==> src/rtl/memCmdMonitorPkg.sv <==
package memCmdMonitorPkg;

  localparam int WORD_W = 32;

  localparam logic [7:0] OP_READ       = 8'h00;
  localparam logic [7:0] OP_WRITE      = 8'h01;
  localparam logic [7:0] STAT_OK       = 8'h00;
  localparam logic [7:0] STAT_PROTO    = 8'h01;
  localparam logic [7:0] STAT_UNMAPPED = 8'h02;
  localparam logic [7:0] STAT_READONLY = 8'h03;

  typedef enum logic [2:0] {
    ST_OPCODE, ST_ADDR, ST_DATA, ST_WRITE,
    ST_RDREQ, ST_RDCAP, ST_SEND, ST_STATUS
  } monState_t;

  // strobes from sequencer to datapath
  typedef struct packed {
    logic       addrShift;
    logic       dataShift;
    logic       rdLoad;
    logic       outShift;
    logic       statLoad;
    logic [7:0] statCode;
    logic       idleRun;
    logic       sendStatus;
  } monStrobe_t;

endpackage

==> src/rtl/memCmdMonitorPath.sv <==
module memCmdMonitorPath
  import memCmdMonitorPkg::*;
#(
  parameter int          MEM_AW     = 6,
  parameter int          IDLE_LIMIT = 40,
  parameter logic [31:0] MAP_BASE   = 32'h0000_0100,
  parameter logic [31:0] MAP_WORDS  = 32'd64,
  parameter logic [31:0] RO_BASE    = 32'h0000_0100,
  parameter logic [31:0] RO_WORDS   = 32'd8
) (
  input  logic              clk,
  input  logic              rstN,
  input  monStrobe_t        strb,
  input  logic [7:0]        inData,
  input  logic [WORD_W-1:0] memRdata,
  output logic [7:0]        outData,
  output logic [MEM_AW-1:0] memAddr,
  output logic [WORD_W-1:0] memWdata,
  output logic              isMapped,
  output logic              isReadOnly,
  output logic              idleExpired
);

  localparam int          IDLE_W  = $clog2(IDLE_LIMIT + 1);
  localparam logic [32:0] MAP_END = {1'b0, MAP_BASE} + {1'b0, MAP_WORDS};
  localparam logic [32:0] RO_END  = {1'b0, RO_BASE} + {1'b0, RO_WORDS};

  logic [31:0]       cmdAddr;
  logic [WORD_W-1:0] dataWord;
  logic [7:0]        statusReg;
  logic [IDLE_W-1:0] idleCnt;

  always_ff @(posedge clk) begin
    if (!rstN) begin
      cmdAddr   <= '0;
      dataWord  <= '0;
      statusReg <= '0;
      idleCnt   <= '0;
    end else begin
      if (strb.addrShift) cmdAddr <= {inData, cmdAddr[31:8]};
      if (strb.dataShift)     dataWord <= {inData, dataWord[WORD_W-1:8]};
      else if (strb.rdLoad)   dataWord <= isMapped ? memRdata : '0;
      else if (strb.outShift) dataWord <= {8'h00, dataWord[WORD_W-1:8]};
      if (strb.statLoad) statusReg <= strb.statCode;
      if (!strb.idleRun || strb.addrShift || strb.dataShift) idleCnt <= '0;
      else                                                   idleCnt <= idleCnt + 1'b1;
    end
  end

  always_comb begin
    isMapped    = ({1'b0, cmdAddr} >= {1'b0, MAP_BASE}) && ({1'b0, cmdAddr} < MAP_END);
    isReadOnly  = ({1'b0, cmdAddr} >= {1'b0, RO_BASE})  && ({1'b0, cmdAddr} < RO_END);
    idleExpired = (idleCnt == IDLE_W'(IDLE_LIMIT - 1));
    memAddr     = MEM_AW'(cmdAddr - MAP_BASE);
    memWdata    = dataWord;
    outData     = strb.sendStatus ? statusReg : dataWord[7:0];
  end

endmodule

==> src/rtl/memCmdMonitorCtrl.sv <==
module memCmdMonitorCtrl
  import memCmdMonitorPkg::*;
(
  input  logic       clk,
  input  logic       rstN,
  input  logic [7:0] inData,
  input  logic       inValid,
  input  logic       outReady,
  input  logic       isMapped,
  input  logic       isReadOnly,
  input  logic       idleExpired,
  output logic       inReady,
  output logic       outValid,
  output logic       memWe,
  output monStrobe_t strb
);

  monState_t state, stateNxt;
  logic [1:0] byteCnt, byteCntNxt;
  logic       isWrite, isWriteNxt;
  logic       inTake, outTake;

  always_comb begin
    inReady    = (state == ST_OPCODE) || (state == ST_ADDR) || (state == ST_DATA);
    outValid   = (state == ST_SEND) || (state == ST_STATUS);
    inTake     = inReady && inValid;
    outTake    = outValid && outReady;
    memWe      = 1'b0;
    strb       = '0;
    stateNxt   = state;
    byteCntNxt = byteCnt;
    isWriteNxt = isWrite;
    case (state)
      ST_OPCODE: if (inTake) begin
        if (inData == OP_READ || inData == OP_WRITE) begin
          isWriteNxt = (inData == OP_WRITE);
          byteCntNxt = 2'd0;
          stateNxt   = ST_ADDR;
        end else begin
          strb.statLoad = 1'b1;
          strb.statCode = STAT_PROTO;
          stateNxt      = ST_STATUS;
        end
      end
      ST_ADDR, ST_DATA: begin
        strb.idleRun = 1'b1;
        if (inTake) begin
          strb.addrShift = (state == ST_ADDR);
          strb.dataShift = (state == ST_DATA);
          byteCntNxt     = byteCnt + 2'd1;
          if (byteCnt == 2'd3) begin
            if (state == ST_DATA) stateNxt = ST_WRITE;
            else                  stateNxt = isWrite ? ST_DATA : ST_RDREQ;
          end
        end else if (idleExpired) begin
          strb.statLoad = 1'b1;
          strb.statCode = STAT_PROTO;
          stateNxt      = ST_STATUS;
        end
      end
      ST_WRITE: begin
        strb.statLoad = 1'b1;
        if (!isMapped)       strb.statCode = STAT_UNMAPPED;
        else if (isReadOnly) strb.statCode = STAT_READONLY;
        else begin
          strb.statCode = STAT_OK;
          memWe         = 1'b1;
        end
        stateNxt = ST_STATUS;
      end
      ST_RDREQ: stateNxt = ST_RDCAP;
      ST_RDCAP: begin
        strb.rdLoad   = 1'b1;
        strb.statLoad = 1'b1;
        strb.statCode = isMapped ? STAT_OK : STAT_UNMAPPED;
        byteCntNxt    = 2'd0;
        stateNxt      = ST_SEND;
      end
      ST_SEND: if (outTake) begin
        strb.outShift = 1'b1;
        byteCntNxt    = byteCnt + 2'd1;
        if (byteCnt == 2'd3) stateNxt = ST_STATUS;
      end
      ST_STATUS: begin
        strb.sendStatus = 1'b1;
        if (outTake) stateNxt = ST_OPCODE;
      end
      default: stateNxt = ST_OPCODE;
    endcase
  end

  always_ff @(posedge clk) begin
    if (!rstN) begin
      state   <= ST_OPCODE;
      byteCnt <= 2'd0;
      isWrite <= 1'b0;
    end else begin
      state   <= stateNxt;
      byteCnt <= byteCntNxt;
      isWrite <= isWriteNxt;
    end
  end

endmodule

==> src/rtl/memCmdMonitor.sv <==
module memCmdMonitor
  import memCmdMonitorPkg::*;
#(
  parameter int          MEM_AW     = 6,
  parameter int          IDLE_LIMIT = 40,
  parameter logic [31:0] MAP_BASE   = 32'h0000_0100,
  parameter logic [31:0] MAP_WORDS  = 32'd64,
  parameter logic [31:0] RO_BASE    = 32'h0000_0100,
  parameter logic [31:0] RO_WORDS   = 32'd8
) (
  input  logic              clk,
  input  logic              rstN,
  input  logic [7:0]        inData,
  input  logic              inValid,
  output logic              inReady,
  output logic [7:0]        outData,
  output logic              outValid,
  input  logic              outReady,
  output logic [MEM_AW-1:0] memAddr,
  output logic [31:0]       memWdata,
  output logic              memWe,
  input  logic [31:0]       memRdata
);

  monStrobe_t strb;
  logic       isMapped, isReadOnly, idleExpired;

  memCmdMonitorCtrl u_ctrl (
    .clk(clk), .rstN(rstN), .inData(inData), .inValid(inValid),
    .outReady(outReady), .isMapped(isMapped), .isReadOnly(isReadOnly),
    .idleExpired(idleExpired), .inReady(inReady), .outValid(outValid),
    .memWe(memWe), .strb(strb)
  );

  memCmdMonitorPath #(
    .MEM_AW(MEM_AW), .IDLE_LIMIT(IDLE_LIMIT), .MAP_BASE(MAP_BASE),
    .MAP_WORDS(MAP_WORDS), .RO_BASE(RO_BASE), .RO_WORDS(RO_WORDS)
  ) u_path (
    .clk(clk), .rstN(rstN), .strb(strb), .inData(inData),
    .memRdata(memRdata), .outData(outData), .memAddr(memAddr),
    .memWdata(memWdata), .isMapped(isMapped), .isReadOnly(isReadOnly),
    .idleExpired(idleExpired)
  );

endmodule

==> config.mk <==
export PLATFORM = sky130hd
export DESIGN_NAME = memCmdMonitor
export DESIGN_NICKNAME = d
export VERILOG_FILES = /design/src/rtl/memCmdMonitorPkg.sv /design/src/rtl/memCmdMonitorPath.sv /design/src/rtl/memCmdMonitorCtrl.sv /design/src/rtl/memCmdMonitor.sv
export SDC_FILE = /design/constraint.sdc
export NUM_CORES = 1
export LEC_CHECK = 0
export ABC_AREA = 1
export BUFFER_PORTS_ARGS = -buffer_cell sky130_fd_sc_hd__buf_2
export CORE_MARGIN = 2
export CORE_UTILIZATION = 55
export CTS_CLUSTER_SIZE = 40
export DETAILED_ROUTE_END_ITERATION = 16
export PLACE_DENSITY = 0.76
export SYNTH_ARGS = -nofsm -noshare
export SYNTH_HDL_FRONTEND = slang
export SYNTH_HIERARCHICAL = 1
export SYNTH_SLANG_ARGS = --single-unit
export TNS_END_PERCENT = 5
==> constraint.sdc <==
create_clock -name clk -period 3.68 [get_ports clk]
set_input_delay 0.368 -clock clk [delete_from_list [all_inputs] [get_ports clk]]
set_output_delay 0.368 -clock clk [all_outputs]
set_load 0.01 [all_outputs]
Word level (Yosys, flattened, before mapping)
Cells that the tools add are included.

Memories: 0. Input bits: 44. Register bits after elaboration: 84. RAM bits: 0. Bits in latches: 0. Output and inout bits: 49. Logic and storage cells: 91. Memory bits (read-only): 0.

Order comparisons: 3. Bitwise logic cells: 1. Div/mod/pow operators: 0. Equality and inequality tests: 18. Reduce and logical (&&, ||, !) cells: 20. Mux-type cells: 39. Multipliers: 0. $add $sub $neg: 3. Shifts and indexed selects: 0.

Operator list (count): two-way mux 32 bit (4); < comparator 32 x 9 -> 1 bit (second input constant) (2); two-way mux 9 bit (4); case mux 9 bit (4 select lines) (1); greater-or-equal comparator 32 x 9 -> 1 bit (second input constant) (1); two-way mux 3 bit (10); case mux 3 bit (7 select lines) (1); two-way mux 2 bit (9); == test 3 bit (second input constant) (4); == test 8 x 1 -> 1 bit (second input constant) (1); logical NOT 8 bit (1); two-way mux 1 bit (8); two-way mux 8 bit (1); inequality test 2 x 1 -> 1 bit (second input constant) (4); case mux 2 bit (4 select lines) (1); adder 6 x 1 -> 6 bit (second input constant) (1); == test 3 x 2 -> 1 bit (second input constant) (2); == test 6 bit (second input constant) (1); logical OR 1 bit (6); AND reduction 6 bit (1); subtractor 6 x 1 -> 6 bit (second input constant) (1); AND reduction 5 bit (1); logical AND 1 bit (4); inequality test 2 bit (second input constant) (2); 12 further kinds (13).

Longest topological paths before layout
Depth after elaboration: 9. Depth in mapped cells: 12. Mapped depth without buffers: 11.

Modules after synthesis
The synthesis kept the hierarchy.

Modules (own cells, without submodules): memCmdMonitorPath (area an instance 3842.4 µm², instances 1, cells each 548, sequential area each 1561.5 µm²); memCmdMonitorCtrl (area an instance 646.9 µm², instances 1, cells each 116, sequential area each 120.1 µm²).

Least setup slack after synthesis
OpenSTA, ideal clock, no wires.

Kind: register -> output. Start point: reg u_ctrl.state[0]. End point: out outData[0]. Required time: 3312 ps. Stages on the path, launching flop included: 7. Path buffers: 1. Slack: 1969 ps. Arrival: 1343 ps. Cell sequence: dfxtp_1 -> nand2_1 -> inv_1 -> nand2_1 -> inv_1 -> clkbuf_1 -> mux2_2.

RTL lines: from (decl) (line memCmdMonitorCtrl.sv:18) `monState_t state, stateNxt;`; from (signal assigned) (line memCmdMonitorCtrl.sv:98) `state <= stateNxt;`; to (decl) (line memCmdMonitor.sv:16) `output logic [7:0] outData,`.

Final worst setup path
Start point: reg u_path.cmdAddr[6]. End point: out memWe.

Elaborated cells between the ends (all ways): 8. Classes of those cells: 3 x order compare; 3 x mux; 2 x reduce/logical.

RTL lines: from (decl) (line memCmdMonitorPath.sv:28) `logic [31:0] cmdAddr;`; from (signal assigned) (line memCmdMonitorPath.sv:40) `if (strb.addrShift) cmdAddr <= {inData, cmdAddr[31:8]};`; greater-or-equal comparator 32 x 9 -> 1 bit or < comparator 32 x 9 -> 1 bit (tied branches) (line memCmdMonitorPath.sv:51) `isMapped = ({1'b0, cmdAddr} >= {1'b0, MAP_BASE}) && ({1'b0, cmdAddr} < MAP_END);`; logical AND 1 bit (*) (line memCmdMonitorPath.sv:51); named net isMapped (line memCmdMonitor.sv:26) `logic isMapped, isReadOnly, idleExpired;`; two-way mux 1 bit (*) (line memCmdMonitorCtrl.sv:63) `if (!isMapped) strb.statCode = STAT_UNMAPPED;`; two-way mux 1 bit (*) (line memCmdMonitorCtrl.sv:33) `case (state)`; to (decl) (line memCmdMonitor.sv:21) `output logic memWe,`.

Mark *: on every way through the listed nets, which the timed path passes. The rest lies on a longest branch.

==> qor.csv <==
metric;value;unit
finalHoldViolations;0;
hold_end;u_path/cmdAddr[29]$_SDFFE_PN0P_;
fillerInstances;733;
grt.total_usage;25.7;%
via_per_inst;5.20;
syn_area;4490;um2
clk_pin_slew;0.09;ns
min_path_cells;3;
die_h;94.3;um
start_util;57.5;%
dr.pass1.iters;5;
r2r_cells;8;
p_leak;2.64;nW
status;finished clean;
areaGrowthSynthToFinish;13.0;%
ys_types;40;
mostFrequentLayoutCells;nor2_1 (141), inv_1 (100), buf_2 (92), dfxtp_1 (84), o21ai_0 (83);
antenna_found_initial;0;
synth.area.top_cells;dfxtp_1 (37%), nor2_1 (12%), o21ai_0 (9.3%);
final-max-slew-violation-count;0;
tritoncts;yes;
ant_nets;0;
fin_cells;841;
hold_buffers;0;
ys_ff_latch;84;
synth_edf_count;0;
synth_largest_area_cell;dfxtp_1;
crit_arrival;2.45;ns
wl_per_cell;13.1;um
wirelength;11.0;mm
worst_slew_pin_slew;0.888;ns
h-tree-depth;3;
yosys.area.top_type_share;37.5;%
gr-total-overflow;0;
hold_class;in -> reg;
drt_iter0_markers;271;
rsz0062_at_grt;false;
r2r-start;u_ctrl/state[2]$_SDFFE_PN0P_;
maxCapViolCount;0;
clock_latency;0.36;ns
avgSynthCellArea;6.76;um2
setup_viol;0;
vias;4374;
dpl.hpwl;7.61;mm
clock_path_buffers;2;
syn_inst;664;
postCtsSetupRepairBufs;0;
core;7810;um2
cp-start-kind;flip-flop;
min_period;2.81;ns
min_from;inData[5];
grt_max_degree;55;
port_buffers;92;
drive_gt1_share;21.2;%
vdd_drop_max;0.000346;V
cts_resized;0;
fin_setup_tns;0;ns
worst_slack;0.866;ns
yosys_most_used_dff;dfxtp_1;
clock.fmax;355;MHz
grt_pass1_wl;18.4;mm
dp_slack;1.00;ns
io_pins;93;
dpl.cell_count;825;
core.rowCount;32;
diodes;0;
worstReg2RegEnd;u_path/memWdata[15]$_SDFFE_PN0P_;
synth-async-reset-ratio;0;%
path_class;reg -> out;
cts.sinks;84;
ff2ff_setup_slack;0.95;ns
crit_required;3.31;ns
crit_path_max_fanout;33;
finalClockSkew;0.0112;ns
powerDensity;710;nW/um2
die_x;94.3;um
relSlewSlack;40.7;%
final_common_cell;nor2_1;
endpoint_kind;output port;
cts_buffers;9;
post-route-drc-count;0;
fin_nets;780;
place_congestion;0.845;
ys_seq_area_share;37.5;%
grt_pass1_vias;4011;
cts-root-buf;clkbuf_8;
yosys_warnings;6;
die-area;8900;um2
period_share;76.5;%
## routing by layer
layer	vias to the layer above	share of wire [%]	global-route usage [%]
li1	2209	-	-
met1	2003	46	35.1
met2	146	46	40.7
met3	16	6.7	4.95
met4	0	1.4	9.06
met5	-	0	0
## final cells by class
cell class | instances | area (um2) | share of cell area [%]
tap | 102 | 128 | 2.51
sequential | 84 | 1680 | 33.1
clock buffer | 9 | 124 | 2.44
inverter | 105 | 397 | 7.82
timing repair buffer | 99 | 513 | 10.1
clock inverter | 7 | 106 | 2.10
multi-input combinational | 435 | 2130 | 41.9
## cell families (layout without fill, tap and decap cells)
kind of cell | after synthesis | in the layout | synth area share (%)
compound gates | 129 | 129 | 14.9
buf+inv | 150 | 220 | 15.7
simple gates | 290 | 290 | 29.3
mux | 8 | 8 | 2.01
flops | 84 | 84 | 37.5
fa+ha+maj | 2 | 2 | 0.557
other cells | 1 | 6 | 0.0835
## state kept, by name (all words and copies together), names as in the netlist
name and cells:
u_ctrl/byteCnt 2, u_ctrl/isWrite 1, u_ctrl/state 3, u_path/cmdAddr 32, u_path/idleCnt 6, u_path/memWdata 32, u_path/statusReg 8
## metrics by stage
stage | util (%) | total power [mW] | instance area, um2 | hold WS, ns
floorplan | - | 2.46 | 4510 | 0.418
global placement | 62.1 | 2.80 | 4840 | 0.428
detailed placement | 62.1 | 2.84 | 4840 | 0.439
CTS | 65.0 | 3.61 | 5070 | 0.251
global route | 65.0 | 3.89 | 5070 | 0.257
finish | 65.0 | 3.60 | 5070 | 0.261
## cells in the mapped netlist, types with 6 or more instances
library cell    n
nor2_1        141
inv_1         100
dfxtp_1        84
o21ai_0        83
nand2_1        73
a21oi_1        38
nand3_1        35
clkbuf_1       15
buf_4          14
nand3_2        12
buf_2           8
mux2_2          8
nor2_2          6
## critical path, stage by stage (launching register included)
cell and delay (ns):
dfxtp_1 0.31, or2_1 0.25, nand2_1 0.07, buf_4 0.40, nor3b_1 0.51, inv_1 0.12, nor3_1 0.25, buf_2 0.17
## report_power, final
group / leakage [nW] / internal, mW / total [mW] / switching, mW
Combinational: 1.84 / 0.537 / 1.47 / 0.930
Sequential: 0.686 / 1.17 / 1.38 / 0.210
Clock: 0.116 / 0.394 / 0.758 / 0.363
## worst max-delay path by stage
stage,start,endpoint,slack (ns),cells past startpoint
detailed placement,u_ctrl/state[2]$_SDFFE_PN0P_,u_path/memWdata[15]$_SDFFE_PN0P_,1.00,8
floorplan,u_ctrl/state[0]$_SDFFE_PN0P_,outData[0],1.97,6
finish,u_path/cmdAddr[6]$_SDFFE_PN0P_,memWe,0.87,7
CTS,u_path/cmdAddr[6]$_SDFFE_PN0P_,memWe,0.90,7
global route,u_ctrl/state[2]$_SDFFE_PN0P_,u_path/memWdata[15]$_SDFFE_PN0P_,0.60,8
global placement,u_ctrl/state[2]$_SDFFE_PN0P_,u_path/memWdata[8]$_SDFFE_PN0P_,1.17,9
Power figures use the tool's default switching activity.
